<file path="config.mk">
export PLATFORM = sky130hd
export DESIGN_NAME = core_lp_fsm
export DESIGN_NICKNAME = d
export VERILOG_FILES = /design/src/rtl/lp_pkg.sv /design/src/rtl/lp_rst_sync.sv /design/src/rtl/lp_wake_merge.sv /design/src/rtl/lp_thread_track.sv /design/src/rtl/core_lp_fsm.sv
export SDC_FILE = /design/constraint.sdc
export NUM_CORES = 1
export LEC_CHECK = 0
export BUFFER_PORTS_ARGS = -buffer_cell sky130_fd_sc_hd__buf_2
export CORE_MARGIN = 5
export CORE_UTILIZATION = 25
export CTS_CLUSTER_DIAMETER = 100
export DETAILED_ROUTE_END_ITERATION = 12
export GPL_ROUTABILITY_DRIVEN = 0
export SLEW_MARGIN = 20
export SYNTH_ARGS = -nofsm -noshare
export SYNTH_HDL_FRONTEND = slang
export SYNTH_HIERARCHICAL = 1
export SYNTH_SLANG_ARGS = --single-unit
</file>
<file path="constraint.sdc">
create_clock -name clk -period 1.45 [get_ports clk]
set_input_delay 0.29 -clock clk [delete_from_list [all_inputs] [get_ports clk]]
set_output_delay 0.29 -clock clk [all_outputs]
set_load 0.02 [all_outputs]
</file>
<file path="src/rtl/lp_pkg.sv">
`timescale 1ns/1ps
package lp_pkg;
  typedef enum logic [2:0] {
    LP_RUN      = 3'd0,
    LP_HALT     = 3'd1,
    LP_HALT_SNP = 3'd2,
    LP_STPG     = 3'd3,
    LP_STPG_SNP = 3'd4
  } lp_state_e;
endpackage

</file>
<file path="src/rtl/lp_rst_sync.sv">
`timescale 1ns/1ps
module lp_rst_sync #(
  parameter int STAGES = 2
) (
  input  logic clk,
  input  logic arst_n,
  output logic srst_n
);
  logic [STAGES-1:0] sh_q;

  always_ff @(posedge clk or negedge arst_n) begin
    if (!arst_n) sh_q <= '0;
    else         sh_q <= {sh_q[STAGES-2:0], 1'b1};
  end

  assign srst_n = sh_q[STAGES-1];
endmodule

</file>
<file path="src/rtl/lp_wake_merge.sv">
`timescale 1ns/1ps
module lp_wake_merge #(
  parameter int NEV = 6
) (
  input  logic [NEV-1:0] ev_i,
  output logic           any_o
);
  assign any_o = |ev_i;
endmodule

</file>
<file path="src/rtl/lp_thread_track.sv">
`timescale 1ns/1ps
module lp_thread_track #(
  parameter int NTHR = 2
) (
  input  logic            clk,
  input  logic            rst_n,
  input  logic [NTHR-1:0] strobe_i,
  input  logic            set_en_i,
  input  logic            set_all_i,
  input  logic            clr_i,
  output logic [NTHR-1:0] flag_o,
  output logic            all_nxt_o
);
  logic [NTHR-1:0] flag_q;
  logic [NTHR-1:0] flag_d;

  for (genvar i = 0; i < NTHR; i++) begin : g_thr
    always_comb begin
      if (clr_i)          flag_d[i] = 1'b0;
      else if (set_all_i) flag_d[i] = 1'b1;
      else                flag_d[i] = flag_q[i] | (set_en_i & strobe_i[i]);
    end

    always_ff @(posedge clk or negedge rst_n) begin
      if (!rst_n) flag_q[i] <= 1'b0;
      else        flag_q[i] <= flag_d[i];
    end

    AST_FLAG_HOLD: assert property (@(posedge clk) disable iff (!rst_n)
      (!clr_i && !set_all_i && !(set_en_i && strobe_i[i])) |=> (flag_q[i] == $past(flag_q[i])));
  end

  assign flag_o    = flag_q;
  assign all_nxt_o = &(flag_q | (strobe_i & {NTHR{set_en_i}}));
endmodule

</file>
<file path="src/rtl/core_lp_fsm.sv">
`timescale 1ns/1ps
module core_lp_fsm
  import lp_pkg::*;
#(
  parameter int NTHR        = 2,
  parameter int SYNC_STAGES = 2
) (
  input  logic            clk,
  input  logic            rst_n,
  input  logic [NTHR-1:0] thr_halt_i,
  input  logic            stopclk_req_n,
  input  logic            snp_req_i,
  input  logic            snp_done_i,
  input  logic            wk_smi_i,
  input  logic            wk_init_i,
  input  logic            wk_businit_i,
  input  logic            wk_nmi_i,
  input  logic            wk_intr_i,
  input  logic            wk_busirq_i,
  input  logic            rsm_i,
  input  logic            rsm_to_halt_i,
  output logic [2:0]      state_o,
  output logic [NTHR-1:0] thr_parked_o,
  output logic            halt_bus_cyc_o,
  output logic            clk_gate_en_o,
  output logic            snoop_svc_en_o
);
  localparam int NWAKE = 6;

  logic            srst_n;
  logic            wake_any;
  logic            all_nxt;
  logic [NTHR-1:0] thr_q;
  lp_state_e       state_q, state_d;
  logic            from_halt_q, from_halt_d, from_halt_en;
  logic            pulse_d, pulse_q;
  logic            set_en, set_all, clr;

  lp_rst_sync #(.STAGES(SYNC_STAGES)) u_rst (
    .clk(clk), .arst_n(rst_n), .srst_n(srst_n)
  );

  lp_wake_merge #(.NEV(NWAKE)) u_wake (
    .ev_i({wk_busirq_i, wk_intr_i, wk_nmi_i, wk_businit_i, wk_init_i, wk_smi_i}),
    .any_o(wake_any)
  );

  lp_thread_track #(.NTHR(NTHR)) u_thr (
    .clk(clk), .rst_n(srst_n), .strobe_i(thr_halt_i),
    .set_en_i(set_en), .set_all_i(set_all), .clr_i(clr),
    .flag_o(thr_q), .all_nxt_o(all_nxt)
  );

  assign set_en = (state_q == LP_RUN);
  assign clr    = wake_any && (state_q == LP_RUN || state_q == LP_HALT);

  always_comb begin
    state_d      = state_q;
    from_halt_d  = from_halt_q;
    from_halt_en = 1'b0;
    pulse_d      = 1'b0;
    set_all      = 1'b0;
    unique case (state_q)
      LP_RUN: begin
        if (!stopclk_req_n) begin
          state_d      = LP_STPG;
          from_halt_d  = 1'b0;
          from_halt_en = 1'b1;
        end else if (wake_any) begin
          state_d = LP_RUN;
        end else if (all_nxt) begin
          state_d = LP_HALT;
          pulse_d = 1'b1;
        end else if (rsm_i && rsm_to_halt_i) begin
          state_d = LP_HALT;
          set_all = 1'b1;
        end
      end
      LP_HALT: begin
        if (wake_any) begin
          state_d = LP_RUN;
        end else if (!stopclk_req_n) begin
          state_d      = LP_STPG;
          from_halt_d  = 1'b1;
          from_halt_en = 1'b1;
        end else if (snp_req_i) begin
          state_d = LP_HALT_SNP;
        end
      end
      LP_HALT_SNP: if (snp_done_i) state_d = LP_HALT;
      LP_STPG: begin
        if (stopclk_req_n)  state_d = from_halt_q ? LP_HALT : LP_RUN;
        else if (snp_req_i) state_d = LP_STPG_SNP;
      end
      LP_STPG_SNP: if (snp_done_i) state_d = LP_STPG;
      default: state_d = LP_RUN;
    endcase
  end

  always_ff @(posedge clk or negedge srst_n) begin
    if (!srst_n) begin
      state_q <= LP_RUN;
      pulse_q <= 1'b0;
    end else begin
      state_q <= state_d;
      pulse_q <= pulse_d;
    end
  end

  always_ff @(posedge clk or negedge srst_n) begin
    if (!srst_n)           from_halt_q <= 1'b0;
    else if (from_halt_en) from_halt_q <= from_halt_d;
  end

  assign state_o        = state_q;
  assign thr_parked_o   = thr_q;
  assign halt_bus_cyc_o = pulse_q;
  assign clk_gate_en_o  = !(state_q == LP_HALT || state_q == LP_STPG);
  assign snoop_svc_en_o = (state_q == LP_HALT_SNP || state_q == LP_STPG_SNP);

  AST_PULSE_IN_FULL_HALT: assert property (@(posedge clk) disable iff (!srst_n)
    halt_bus_cyc_o |-> (state_q == LP_HALT && (&thr_q)));
  AST_PULSE_SINGLE: assert property (@(posedge clk) disable iff (!srst_n)
    halt_bus_cyc_o |=> !halt_bus_cyc_o);
  AST_WAKE_EXIT: assert property (@(posedge clk) disable iff (!srst_n)
    (state_q == LP_HALT && wake_any) |=> (state_q == LP_RUN && thr_q == '0));
  AST_HSNP_BACK: assert property (@(posedge clk) disable iff (!srst_n)
    (state_q == LP_HALT_SNP && snp_done_i) |=> (state_q == LP_HALT));
  AST_SG_BACK: assert property (@(posedge clk) disable iff (!srst_n)
    (state_q == LP_STPG && stopclk_req_n) |=>
      (state_q == ($past(from_halt_q) ? LP_HALT : LP_RUN)));
  AST_SGSNP_BACK: assert property (@(posedge clk) disable iff (!srst_n)
    (state_q == LP_STPG_SNP && snp_done_i) |=> (state_q == LP_STPG));
  AST_SNP_HOLD: assert property (@(posedge clk) disable iff (!srst_n)
    (state_q == LP_STPG_SNP && !snp_done_i) |=> (state_q == LP_STPG_SNP));
endmodule

</file>
==> flow_summary_export.csv <==
group,metric,value,unit
global_routing,grt.busiest_layer,"met2",
outcome,status,"finished with violations",
placed_design,dp_hpwl,1169,um
layout,area_growth,78.12,%
layout,register_area,226.5,um2
floorplanning,die-width,56.12,um
timing,finalHoldViolations,0,
global_routing,grt_max_degree,10,
layout,design_area,947.2,um2
detailed_routing,initialDrtViolationCount,13,
timing,setup_viol,7,
timing,clock.fmax,592.3,MHz
logic_synthesis,yosysTopAreaCell,"dfrtp_1",
cts,clock_path_buffers,2,
layout,layout_commonest_cell,"buf_4",
timing,worst_slack,-0.2384,ns
detailed_routing,antenna_left,0,
pwr,vdd_ir_drop_max,795.7,uV
cts,tritoncts,"yes",
logic_synthesis,synth_mux_area_frac,0.02824,
layout,diodes,0,
placed_design,io_buffers,22,
global_routing,grt_usage,0.1035,
floorplanning,initial_core_util,0.2656,
pwr,combPwrFrac,0.652,
critical_path,start_kind,"input port",
logic_synthesis,synth_top_family_by_area,"simple AND/OR/NAND/NOR gates",
pwr,p_switching,0.0006443,W
layout,layout_common_cells,"buf_4, buf_2, dfrtp_1",
logic_synthesis,synth_seq_cells,9,
layout,nFillCells,204,
detailed_routing,viasPerCell,4.612,
global_routing,gr-usage-met1,0.1243,
timing,post-route-min-period,1.688,ns
logic_synthesis,synth-compound-area-share,0.2188,
pwr,seqPwrFrac,0.235,
logic_synthesis,synthesis.area,531.8,um2
logic_synthesis,synth-simple-area-share,0.2565,
critical_path,crit_required,1.59,ns
logic_synthesis,synth_area_leaders,"dfrtp_1, nor2_1, nand2b_1",
logic_synthesis,synthCells,57,
layout,drive_gt1_frac,0.5882,
global_routing,grt_pass1_wl,2601,um
global_routing,overflow,0,
detailed_routing,vias,595,
pwr,clkPwrFrac,0.113,
logic_synthesis,synth-warning-count,6,
global_routing,grt.met2_usage,0.1770,
pwr,p_leak,0.4403,nW
critical_path,path_max_fanout,2,
min_path,hp-class,"flip-flop to async pin",
critical_path,rr_worst_depth,4,
cts,htreeDepth,1,
layout,multi_input_area,342.8,um2
detailed_routing,dr.pass1.iters,3,
critical_path,setup.worst_path.end_class,"flip-flop",
critical_path,reg2reg_setup_slack,-0.22,ns
global_routing,antenna_found_initial,0,
timing,period_share,1.164,
logic_synthesis,avgSynthCellArea,9.329,um2
timing,slew_violations,0,
job,cap_viol_max_count,0,
cts,clock-root-buffer,"clkbuf_4",
cts,cts_inserted_buffers,3,
global_routing,grtUsageMet3,0.03712,
critical_path,criticalPathCategory,"input port to flip-flop",
pwr,p_sw_frac,0.3943,
pwr,total_power,0.001634,W
detailed_routing,wirelength,1506,um
detailed_routing,drcViolationCount,0,
logic_synthesis,post_synth_xor_area_fraction,0.01647,
floorplanning,core_region_area,0.002002,mm2
floorplanning,core.rowCount,16,
floorplanning,die_y,56.12,um
detailed_routing,drt-wirelength-per-cell,11.67,um
logic_synthesis,synth_adder_area_share,0,
logic_synthesis,synth_top_area_frac,0.4235,
logic_synthesis,synth_edf_count,0,
timing,rsz0062_at_grt,"yes",
global_routing,grt_pass1_vias,589,
placed_design,placed_area,809.5,um2
outcome,violations,"negative setup slack",
layout,final_util,0.4731,
pwr,p_int,0.0009898,W
pwr,power_density,1725,mW/mm2
logic_synthesis,synth_ff_type,"dfrtp_1",
logic_synthesis,async_reset_ff_frac,1.000,
cts,path_clk_slew,0.06,ns
floorplanning,dieArea,0.003149,mm2
logic_synthesis,synth_nets,72,
logic_synthesis,ys_seq_area_frac,0.4235,
layout,fin_nets,118,
timing,fin_skew,0.003730,ns
cts,insertion_delay,0.25,ns
floorplanning,boundaryPins,23,
critical_path,cp.arrival,1.83,ns
cts,numClockSinks,9,
logic_synthesis,ys_types,28,
==> state kept, by name, indices dropped and copies added (netlist names) <==
register	flops
state_o	3
halt_bus_cyc_o	1
from_halt_q	1
u_rst/sh_q	2
u_thr/flag_o	2
==> per-stage QoR <==
step / setup WS [ns] / TNS (ns) / std cells / hold slack (ns)
after floorplan: -0.3589 / -0.7089 / 57 / -0.005591
after global placement: -0.4593 / -1.792 / 120 / 0.07558
after detailed placement: -0.5408 / -2.049 / 120 / 0.07824
after CTS: -0.2453 / -1.071 / 129 / 0.1225
after global routing: -0.3139 / -1.730 / 129 / 0.1453
final: -0.2384 / -0.9853 / 129 / 0.1153
==> final timing paths <==
| kind | startpoint | end |
|---|---|---|
| setup reg to reg | state_o[1]$_DFFE_PN0P_ | state_o[1]$_DFFE_PN0P_ |
| min in group clk | thr_halt_i[0] | u_thr/flag_o[0]$_DFF_PN0_ |
| setup / recovery | wk_busirq_i | state_o[1]$_DFFE_PN0P_ |
| hold reg to reg | u_rst/sh_q[1]$_DFF_PN0_ | state_o[0]$_DFFE_PN0P_ |
| max in group asynchronous | rst_n | u_rst/sh_q[0]$_DFF_PN0_ |
| hold / removal | u_rst/sh_q[1]$_DFF_PN0_ | state_o[0]$_DFFE_PN0P_ |
==> cells by family after synthesis <==
| group | count (synthesis) |
|---|---|
| AND/OR/NAND/NOR | 24 |
| buffers and inverters | 6 |
| XOR/XNOR | 1 |
| multiplexers | 1 |
| other | 1 |
| flip-flops | 9 |
| AO/OA/AOI/OAI | 15 |
==> layer usage <==
metal,wire [um],part of all wire,vias up
met5,0,0,-
met1,603,0.40,282
met4,0,0,0
met2,804,0.53,17
li1,-,-,296
met3,98,0.065,0
==> synth_stat cells, types with 2 or more instances <==
cell,instances
o21ai_0,3
nor2_1,8
nand2b_1,3
nand2_1,3
dfrtp_1,9
inv_1,3
a21oi_1,3
nor4_1,2
nor3b_1,2
buf_2,3
==> power groups by stage <==
stage	registers [W]	clock network, W	logic [W]
4_1_cts	0.000386	0.000192	0.00106
6_report	0.000384	0.000184	0.00107
5_1_grt	0.000396	0.000201	0.00116
3_5_place_dp	0.000389	0	0.000847
3_3_place_gp	0.000388	0	0.000839
2_1_floorplan	0.000425	0	0.000452
==> area by class of cell <==
type                       count  area share
timing repair buffer          44      0.3236
multi-input combinational     42      0.3620
clock buffer                   4     0.02774
sequential                     9      0.2391
inverter                       3     0.01189
tap                           27     0.03567
==> critical path, cell delays in order <==
cell,delay [ns]
buf_6,0.09
nor4_4,0.26
nand2_2,0.08
or3b_1,0.36
a211o_1,0.31
o311ai_4,0.09
mux2_4,0.33
==> what timing repair did <==
item	in CTS	in global routing
hold buffers	1	0
endpoints found under the hold margin	2	0
pin swaps	3	0
buffers inserted	5	0
cloned	0	0
resized for setup	13	1
endpoints found under the setup margin	7	9
Power figures use the tool's default switching activity.
